File: src/rtl/xrf_pkg.sv
package xrf_pkg;

   typedef enum logic [1:0] {
      XS_BYTE = 2'd0,
      XS_HALF = 2'd1,
      XS_WORD = 2'd2
   } xfer_size_e;

   typedef enum logic [1:0] {
      ST_IDLE  = 2'd0,
      ST_ISSUE = 2'd1,
      ST_FILL  = 2'd2
   } fe_state_e;

endpackage

File: src/rtl/xrf_addr_mask.sv
module xrf_addr_mask #(
   parameter int ADDR_W    = 32,
   parameter int MASK_LSB  = 16,
   parameter int MASK_BITS = 12
) (
   input  logic [ADDR_W-1:0]    addr_i,
   input  logic [MASK_BITS-1:0] mask_i,
   output logic [ADDR_W-1:0]    addr_o
);

   if (MASK_LSB + MASK_BITS > ADDR_W) begin : g_bad_span
      $error("mask span exceeds address width");
   end

   for (genvar b = 0; b < ADDR_W; b++) begin : g_bit
      if (b >= MASK_LSB && b < MASK_LSB + MASK_BITS) begin : g_gated
         assign addr_o[b] = addr_i[b] & ~mask_i[b-MASK_LSB];
      end else begin : g_pass
         assign addr_o[b] = addr_i[b];
      end
   end

endmodule

File: src/rtl/xrf_lane_pick.sv
module xrf_lane_pick
   import xrf_pkg::*;
#(
   parameter int DATA_W = 32,
   localparam int LANES = DATA_W / 8,
   localparam int OFS_W = $clog2(LANES)
) (
   input  logic [DATA_W-1:0] word_i,
   input  logic [OFS_W-1:0]  ofs_i,
   input  logic [1:0]        size_i,
   output logic [DATA_W-1:0] word_o
);

   if (DATA_W % 8 != 0 || LANES < 4) begin : g_bad_width
      $error("data width must be a whole number of bytes, at least 4");
   end

   for (genvar l = 0; l < LANES; l++) begin : g_lane
      logic keep;
      always_comb begin
         case (size_i)
            XS_BYTE: keep = (ofs_i == OFS_W'(l));
            XS_HALF: keep = ((ofs_i >> 1) == OFS_W'(l / 2));
            default: keep = 1'b1;
         endcase
      end
      assign word_o[8*l +: 8] = keep ? word_i[8*l +: 8] : 8'h00;
   end

endmodule

File: src/rtl/xrf_word_buf.sv
module xrf_word_buf #(
   parameter int DATA_W = 32,
   parameter int DEPTH  = 8,
   parameter int WA_W   = 30,
   localparam int IDX_W = $clog2(DEPTH),
   localparam int CNT_W = $clog2(DEPTH + 1)
) (
   input  logic              clk,
   input  logic              rst_n,
   input  logic              clr_i,
   input  logic              load_i,
   input  logic [WA_W-1:0]   base_i,
   input  logic              wr_i,
   input  logic [DATA_W-1:0] wdata_i,
   input  logic              commit_i,
   input  logic [WA_W-1:0]   look_i,
   output logic              hit_o,
   output logic [DATA_W-1:0] rdata_o
);

   localparam logic [CNT_W-1:0] DEPTH_C = CNT_W'(DEPTH);

   if (DEPTH < 2 || (DEPTH & (DEPTH - 1)) != 0) begin : g_bad_depth
      $error("buffer depth must be a power of two, at least 2");
   end

   logic [DATA_W-1:0] mem [DEPTH];
   logic [WA_W-1:0]   base_q;
   logic [CNT_W-1:0]  cnt_q;
   logic              vld_q;
   logic              wr_ok;
   logic [WA_W-1:0]   diff;

   assign wr_ok = wr_i && (cnt_q < DEPTH_C);

   always_ff @(posedge clk or negedge rst_n) begin
      if (!rst_n) begin
         base_q <= '0;
         cnt_q  <= '0;
         vld_q  <= 1'b0;
      end else begin
         if (load_i) begin
            base_q <= base_i;
            cnt_q  <= '0;
         end else if (wr_ok) begin
            cnt_q  <= cnt_q + 1'b1;
         end
         if (clr_i || load_i)
            vld_q <= 1'b0;
         else if (commit_i)
            vld_q <= 1'b1;
      end
   end

   always_ff @(posedge clk) begin
      if (wr_ok)
         mem[cnt_q[IDX_W-1:0]] <= wdata_i;
   end

   assign diff    = look_i - base_q;
   assign hit_o   = vld_q && (diff < WA_W'(cnt_q));
   assign rdata_o = mem[diff[IDX_W-1:0]];


   no_spill_chk: assert property (@(posedge clk) disable iff (!rst_n)
      wr_i |-> cnt_q < DEPTH_C);

endmodule

File: src/rtl/xip_rd_front.sv
module xip_rd_front
   import xrf_pkg::*;
#(
   parameter int ADDR_W      = 32,
   parameter int DATA_W      = 32,
   parameter int MASK_LSB    = 16,
   parameter int MASK_BITS   = 12,
   parameter int BURST_WORDS = 8,
   parameter int LIM_W       = 8,
   parameter int CMD_W       = 8,
   parameter int DUMMY_W     = 5,
   localparam int CNT_W      = $clog2(BURST_WORDS + 1)
) (
   input  logic                 clk,
   input  logic                 rst_n,
   input  logic                 bus_req,
   input  logic [ADDR_W-1:0]    bus_addr,
   input  logic [1:0]           bus_size,
   output logic                 bus_ready,
   output logic [DATA_W-1:0]    bus_rdata,
   input  logic                 cfg_pf_en,
   input  logic                 cfg_rd_en,
   input  logic [MASK_BITS-1:0] cfg_mask,
   input  logic                 cfg_lim_en,
   input  logic [LIM_W-1:0]     cfg_lim,
   input  logic [CMD_W-1:0]     cfg_cmd,
   input  logic [DUMMY_W-1:0]   cfg_dummy,
   output logic                 seq_req,
   output logic [ADDR_W-1:0]    seq_addr,
   output logic [CNT_W-1:0]     seq_words,
   output logic [CMD_W-1:0]     seq_cmd,
   output logic [DUMMY_W-1:0]   seq_dummy,
   input  logic                 seq_ack,
   input  logic                 seq_rvalid,
   input  logic [DATA_W-1:0]    seq_rdata,
   input  logic                 seq_done,
   output logic                 done_flag,
   input  logic                 done_clr
);

   localparam int OFS_W = $clog2(DATA_W / 8);
   localparam int WA_W  = ADDR_W - OFS_W;
   localparam logic [CNT_W-1:0] BURST_C = CNT_W'(BURST_WORDS);
   localparam logic [LIM_W:0]   BURST_L = (LIM_W + 1)'(BURST_WORDS);

   if (BURST_WORDS > (1 << LIM_W)) begin : g_bad_limit
      $error("burst length exceeds the range of the word limit");
   end
   if (MASK_LSB < OFS_W) begin : g_bad_lsb
      $error("mask must not reach the byte offset bits");
   end

   fe_state_e         state;
   logic              en;
   logic              accept;
   logic              start_miss;
   logic              buf_hit;
   logic [ADDR_W-1:0] bus_ma;
   logic [WA_W-1:0]   bus_wa;
   logic [LIM_W:0]    lim_p1;
   logic [CNT_W-1:0]  eff_words;
   logic [DATA_W-1:0] buf_word;
   logic [DATA_W-1:0] pick_in;
   logic [DATA_W-1:0] pick_out;
   logic [OFS_W-1:0]  pick_ofs;
   logic [1:0]        pick_size;
   logic [OFS_W-1:0]  req_ofs;
   logic [1:0]        req_size;
   logic              got_first;

   assign en = cfg_pf_en & cfg_rd_en;

   xrf_addr_mask #(
      .ADDR_W   (ADDR_W),
      .MASK_LSB (MASK_LSB),
      .MASK_BITS(MASK_BITS)
   ) u_mask (
      .addr_i(bus_addr),
      .mask_i(cfg_mask),
      .addr_o(bus_ma)
   );

   assign bus_wa = bus_ma[ADDR_W-1:OFS_W];

   assign lim_p1    = {1'b0, cfg_lim} + 1'b1;
   assign eff_words = (cfg_lim_en && lim_p1 < BURST_L) ? lim_p1[CNT_W-1:0] : BURST_C;

   assign accept     = (state == ST_IDLE) && bus_req && !bus_ready;
   assign start_miss = accept && en && !buf_hit;

   xrf_word_buf #(
      .DATA_W(DATA_W),
      .DEPTH (BURST_WORDS),
      .WA_W  (WA_W)
   ) u_buf (
      .clk     (clk),
      .rst_n   (rst_n),
      .clr_i   (!en),
      .load_i  (start_miss),
      .base_i  (bus_wa),
      .wr_i    ((state == ST_FILL) && seq_rvalid),
      .wdata_i (seq_rdata),
      .commit_i((state == ST_FILL) && seq_done),
      .look_i  (bus_wa),
      .hit_o   (buf_hit),
      .rdata_o (buf_word)
   );

   assign pick_in   = (state == ST_FILL) ? seq_rdata : buf_word;
   assign pick_ofs  = (state == ST_FILL) ? req_ofs   : bus_addr[OFS_W-1:0];
   assign pick_size = (state == ST_FILL) ? req_size  : bus_size;

   xrf_lane_pick #(.DATA_W(DATA_W)) u_pick (
      .word_i(pick_in),
      .ofs_i (pick_ofs),
      .size_i(pick_size),
      .word_o(pick_out)
   );

   always_ff @(posedge clk or negedge rst_n) begin
      if (!rst_n) begin
         state     <= ST_IDLE;
         seq_req   <= 1'b0;
         seq_addr  <= '0;
         seq_words <= '0;
         seq_cmd   <= '0;
         seq_dummy <= '0;
         bus_ready <= 1'b0;
         bus_rdata <= '0;
         req_ofs   <= '0;
         req_size  <= '0;
         got_first <= 1'b0;
      end else begin
         bus_ready <= 1'b0;
         case (state)
            ST_IDLE: begin
               if (accept) begin
                  if (!en) begin
                     bus_ready <= 1'b1;
                     bus_rdata <= '0;
                  end else if (buf_hit) begin
                     bus_ready <= 1'b1;
                     bus_rdata <= pick_out;
                  end else begin
                     state     <= ST_ISSUE;
                     seq_req   <= 1'b1;
                     seq_addr  <= {bus_wa, {OFS_W{1'b0}}};
                     seq_words <= eff_words;
                     seq_cmd   <= cfg_cmd;
                     seq_dummy <= cfg_dummy;
                     req_ofs   <= bus_addr[OFS_W-1:0];
                     req_size  <= bus_size;
                     got_first <= 1'b0;
                  end
               end
            end
            ST_ISSUE: begin
               if (seq_ack) begin
                  seq_req <= 1'b0;
                  state   <= ST_FILL;
               end
            end
            ST_FILL: begin
               if (seq_rvalid && !got_first) begin
                  bus_ready <= 1'b1;
                  bus_rdata <= pick_out;
                  got_first <= 1'b1;
               end
               if (seq_done)
                  state <= ST_IDLE;
            end
            default: state <= ST_IDLE;
         endcase
      end
   end

   always_ff @(posedge clk or negedge rst_n) begin
      if (!rst_n)
         done_flag <= 1'b0;
      else if ((state == ST_FILL) && seq_done)
         done_flag <= 1'b1;
      else if (done_clr)
         done_flag <= 1'b0;
   end


   ready_pulse_chk: assert property (@(posedge clk) disable iff (!rst_n)
      bus_ready |=> !bus_ready);


   req_hold_chk: assert property (@(posedge clk) disable iff (!rst_n)
      seq_req && !seq_ack |=> seq_req && $stable(seq_addr) && $stable(seq_words));


   mask_clear_chk: assert property (@(posedge clk) disable iff (!rst_n)
      seq_req |-> ((seq_addr[MASK_LSB +: MASK_BITS] & cfg_mask) == '0)
                  && (seq_addr[OFS_W-1:0] == '0));


   burst_cap_chk: assert property (@(posedge clk) disable iff (!rst_n)
      seq_req |-> (seq_words != '0) && (seq_words <= BURST_C)
                  && (!cfg_lim_en || (LIM_W + 1)'(seq_words) <= lim_p1));


   off_no_req_chk: assert property (@(posedge clk) disable iff (!rst_n)
      $rose(seq_req) |-> $past(cfg_pf_en && cfg_rd_en));


   done_set_chk: assert property (@(posedge clk) disable iff (!rst_n)
      (state == ST_FILL) && seq_done |=> done_flag);


   fill_busy_chk: assert property (@(posedge clk) disable iff (!rst_n)
      (state == ST_FILL) && got_first && !seq_done |=> !bus_ready);

endmodule

File: config.mk
export PLATFORM = sky130hd
export DESIGN_NAME = xip_rd_front
export DESIGN_NICKNAME = d
export VERILOG_FILES = /design/src/rtl/xrf_pkg.sv /design/src/rtl/xrf_addr_mask.sv /design/src/rtl/xrf_lane_pick.sv /design/src/rtl/xrf_word_buf.sv /design/src/rtl/xip_rd_front.sv
export SDC_FILE = /design/constraint.sdc
export NUM_CORES = 1
export LEC_CHECK = 0
export BUFFER_PORTS_ARGS = -buffer_cell sky130_fd_sc_hd__buf_2
export CAP_MARGIN = 25
export CORE_MARGIN = 3
export CORE_UTILIZATION = 55
export DETAILED_ROUTE_END_ITERATION = 8
export PLACE_DENSITY_LB_ADDON = 0.2
export SYNTH_ARGS = -nofsm -noshare
export SYNTH_HDL_FRONTEND = slang
export SYNTH_SLANG_ARGS = --single-unit
File: constraint.sdc
create_clock -name clk -period 10.2 [get_ports clk]
set_clock_uncertainty 0.2 [all_clocks]
set_input_delay 2.04 -clock clk [delete_from_list [all_inputs] [get_ports clk]]
set_output_delay 2.04 -clock clk [all_outputs]
set_load 0.01 [all_outputs]
==> metrics.txt <==
initial antenna violation count=3; Root Driver=clkbuf_16; layout cell share with drive strength beyond 1=30.4%; hold crit path type=reg -> reg; Worst VDD drop=0.194 mV; P_leak=8.24 nW; Initial Utilization=56.4%; length in cells of the worst reg-to-reg path=18; clock sinks=380; CTS tree=yes; yosys warns=0; WS Path Type=in -> reg; largest net degree at the start of global routing=89; Synth Flop Type=edfxtp_1; DR pass1 iterations=5; placed cells=1844; RR Startpoint=u_buf.base_q[0]; die area=34800 sq um; Die Y-Extent=187 um; Mapped Cells=between 1000 and 1500; Syn Area/Cell=approximately 14 sq um; Avg Vias per Cell=between 6 and 7; placed inst area=19300 sq um; Post-CTS Resized=0; RSZ-0062 raised after global routing=false; Final Cell Area=20700 sq um; sequential area share after synthesis=60.2%; fin worst setup slack=3.19 ns; dpl ws=roughly 2.4 ns; footprint of the multi-input gates=6700 sq um; commonest non-fill, non-tap cell in the layout=edfxtp_1; Finished Layout Cells=a little under 2000; pwr/cell area=259 nW/um^2; Final Hold Viols=0; drt drc=0; number of core rows=65; ys async rst share=32.6%; Synth cell types=75; minimum clock period=7.01 ns; vias in the first global route=11600; status=completed; Slew Limit Fails=0; fill count=2331; clock insertion delay at the later pin of the skew report=0.54 ns; final RePlAce weighted congestion=0.859; H-tree levels=2; FF/Latch Area=10800 sq um; gr usage total=23.9%; Max Freq=~0.14 GHz; commonest non-fill, non-tap cells in the layout=edfxtp_1 (256), buf_2 (189), dfrtp_1 (124), nand2_1 (105), mux2_2 (81); Total Negative Setup Slacks=0 ns; vias post-DR=around 12000; first-pass GRT wire length=between 60 and 70 mm; post-route ant nets=0; CTS buffer count=40; Post-Syn Area=17900 sq um; Post-CTS Hold Fix Bufs=0; DR WL/cell=21.8 um; slew margin rel.=29.7%; dpl hpwl=~26 mm; total grt overflow=0; crit path from=bus_addr[2]; reg-to-reg endpoint=u_buf.base_q[2]; Util after Layout=65.2%; Core ar.=roughly 32000 sq um; Nets=1600; CP Capture Point=u_buf.base_q[2]; Post-CTS Setup Repair Bufs=0; final wirelength=about 42 mm; EDFF count, synth=256; Worst Path Arrival=7.22 ns; DRT iter0 DRCs=approximately 1200; chip width=around 190 um; Area Growth Syn to Fin=15.6%; Worst-path clk slew=approximately 0.06 ns; Startpoint Class=primary input; # IOs=193; Max Cap Viol=0; Tcrit/Tclk final=between 60% and 70%; I/O Buffers=190; reg2reg setup slack=4.45 ns; Seq cells post-synth=380; Slew @ Worst Pin=between 1 and 1.5 ns; Req. time, crit path=10.41 ns; clk buf depth=3; Final setup viols=0; crit path max fanout=75; Worst Setup End Kind=register
==> worst min path at each step <==
stage / start / to / slack [ns] / depth (start not counted)
2_1_floorplan: req_size[1] / req_size[1] / 0.27 / 1
3_3_place_gp: seq_req / seq_req / 0.26 / 2
3_5_place_dp: seq_req / seq_req / 0.28 / 2
4_1_cts: seq_req / seq_req / 0.29 / 2
5_1_grt: seq_req / seq_req / 0.31 / 2
6_report: seq_req / seq_req / 0.29 / 2
==> cell families after synthesis <==
family                     count (synthesis)  synth area share (%)
and+or+nand+nor                          323                  9.26
DFF                                      380                  60.2
adders and majority gates                 35                  2.49
AOI/OAI and AO/OA                        215                  8.96
muxes                                    183                  15.3
other                                      1                0.0209
buffers and inverters                    128                  3.08
xor gates and xnor gates                  14                 0.726
==> sequential cells by signal, summed over array words and instances (netlist names) <==
register      flops
req_ofs           2
got_first         1
done_flag         1
u_buf.mem       256
seq_addr         30
seq_words         4
seq_cmd           8
state             2
u_buf.base_q     30
seq_dummy         5
seq_req           1
u_buf.vld_q       1
u_buf.cnt_q       4
bus_rdata        32
bus_ready         1
req_size          2
==> metal layers <==
metal  GRT usage, %  wire [um]  up-vias
li1               -          -     5348
met1           34.4      18100     5868
met2           38.0      19900      438
met3           4.51       3010       69
met4           6.69        904        2
met5              0         13        -
==> report_power, final <==
part | total (mW) | internal [mW] | switching (mW)
clock network | 1.42 | 0.821 | 0.599
logic | 1.98 | 0.892 | 1.09
registers | 1.97 | 1.84 | 0.130
==> cell type report <==
type | count | share of cell area [%]
antenna | 3 | 0.0362
clock buffer | 52 | 5.34
clock inverter | 20 | 0.900
inverter | 46 | 0.833
multi-input combinational | 772 | 32.3
sequential | 380 | 52.1
tap | 435 | 2.63
timing repair buffer | 216 | 5.87
==> synth_stat cells, drive strengths merged, types with 32 or more instances <==
| master | number | area [sq um] |
|---|---|---|
| ha | 34 | 425 |
| dfrtp | 124 | 3100 |
| inv | 46 | 173 |
| clkbuf | 43 | 163 |
| nor2 | 42 | 158 |
| mux4 | 64 | 1440 |
| a21oi | 35 | 179 |
| edfxtp | 256 | 7690 |
| nand4 | 32 | 200 |
| buf | 39 | 216 |
| o21ai | 36 | 184 |
| nand2 | 106 | 400 |
| mux2i | 37 | 370 |
| mux2 | 82 | 923 |
==> per-stage QoR <==
| stage | power, mW | hold WS, ns |
|---|---|---|
| after floorplan | 3.37 | 0.270 |
| after global placement | 3.91 | 0.261 |
| after detailed placement | 3.95 | 0.276 |
| after CTS | 5.39 | 0.291 |
| after global routing | 5.68 | 0.310 |
| final | 5.37 | 0.289 |
==> worst max-delay path, cell delays in order <==
cell	delay, ns
buf_2	0.10
inv_1	0.06
ha_4	0.17
fa_2	0.41
xor2_4	0.16
buf_4	0.57
inv_1	0.10
ha_1	0.29
o21ai_0	0.15
o32a_1	0.16
o311ai_0	0.11
nor4_1	0.26
nand4_1	0.11
nand4b_1	0.18
or4_2	0.66
buf_4	0.32
o211ai_4	0.23
buf_4	0.26
buf_16	0.31
mux2_2	0.42
Note: power is estimated with default switching activity, not from simulation.
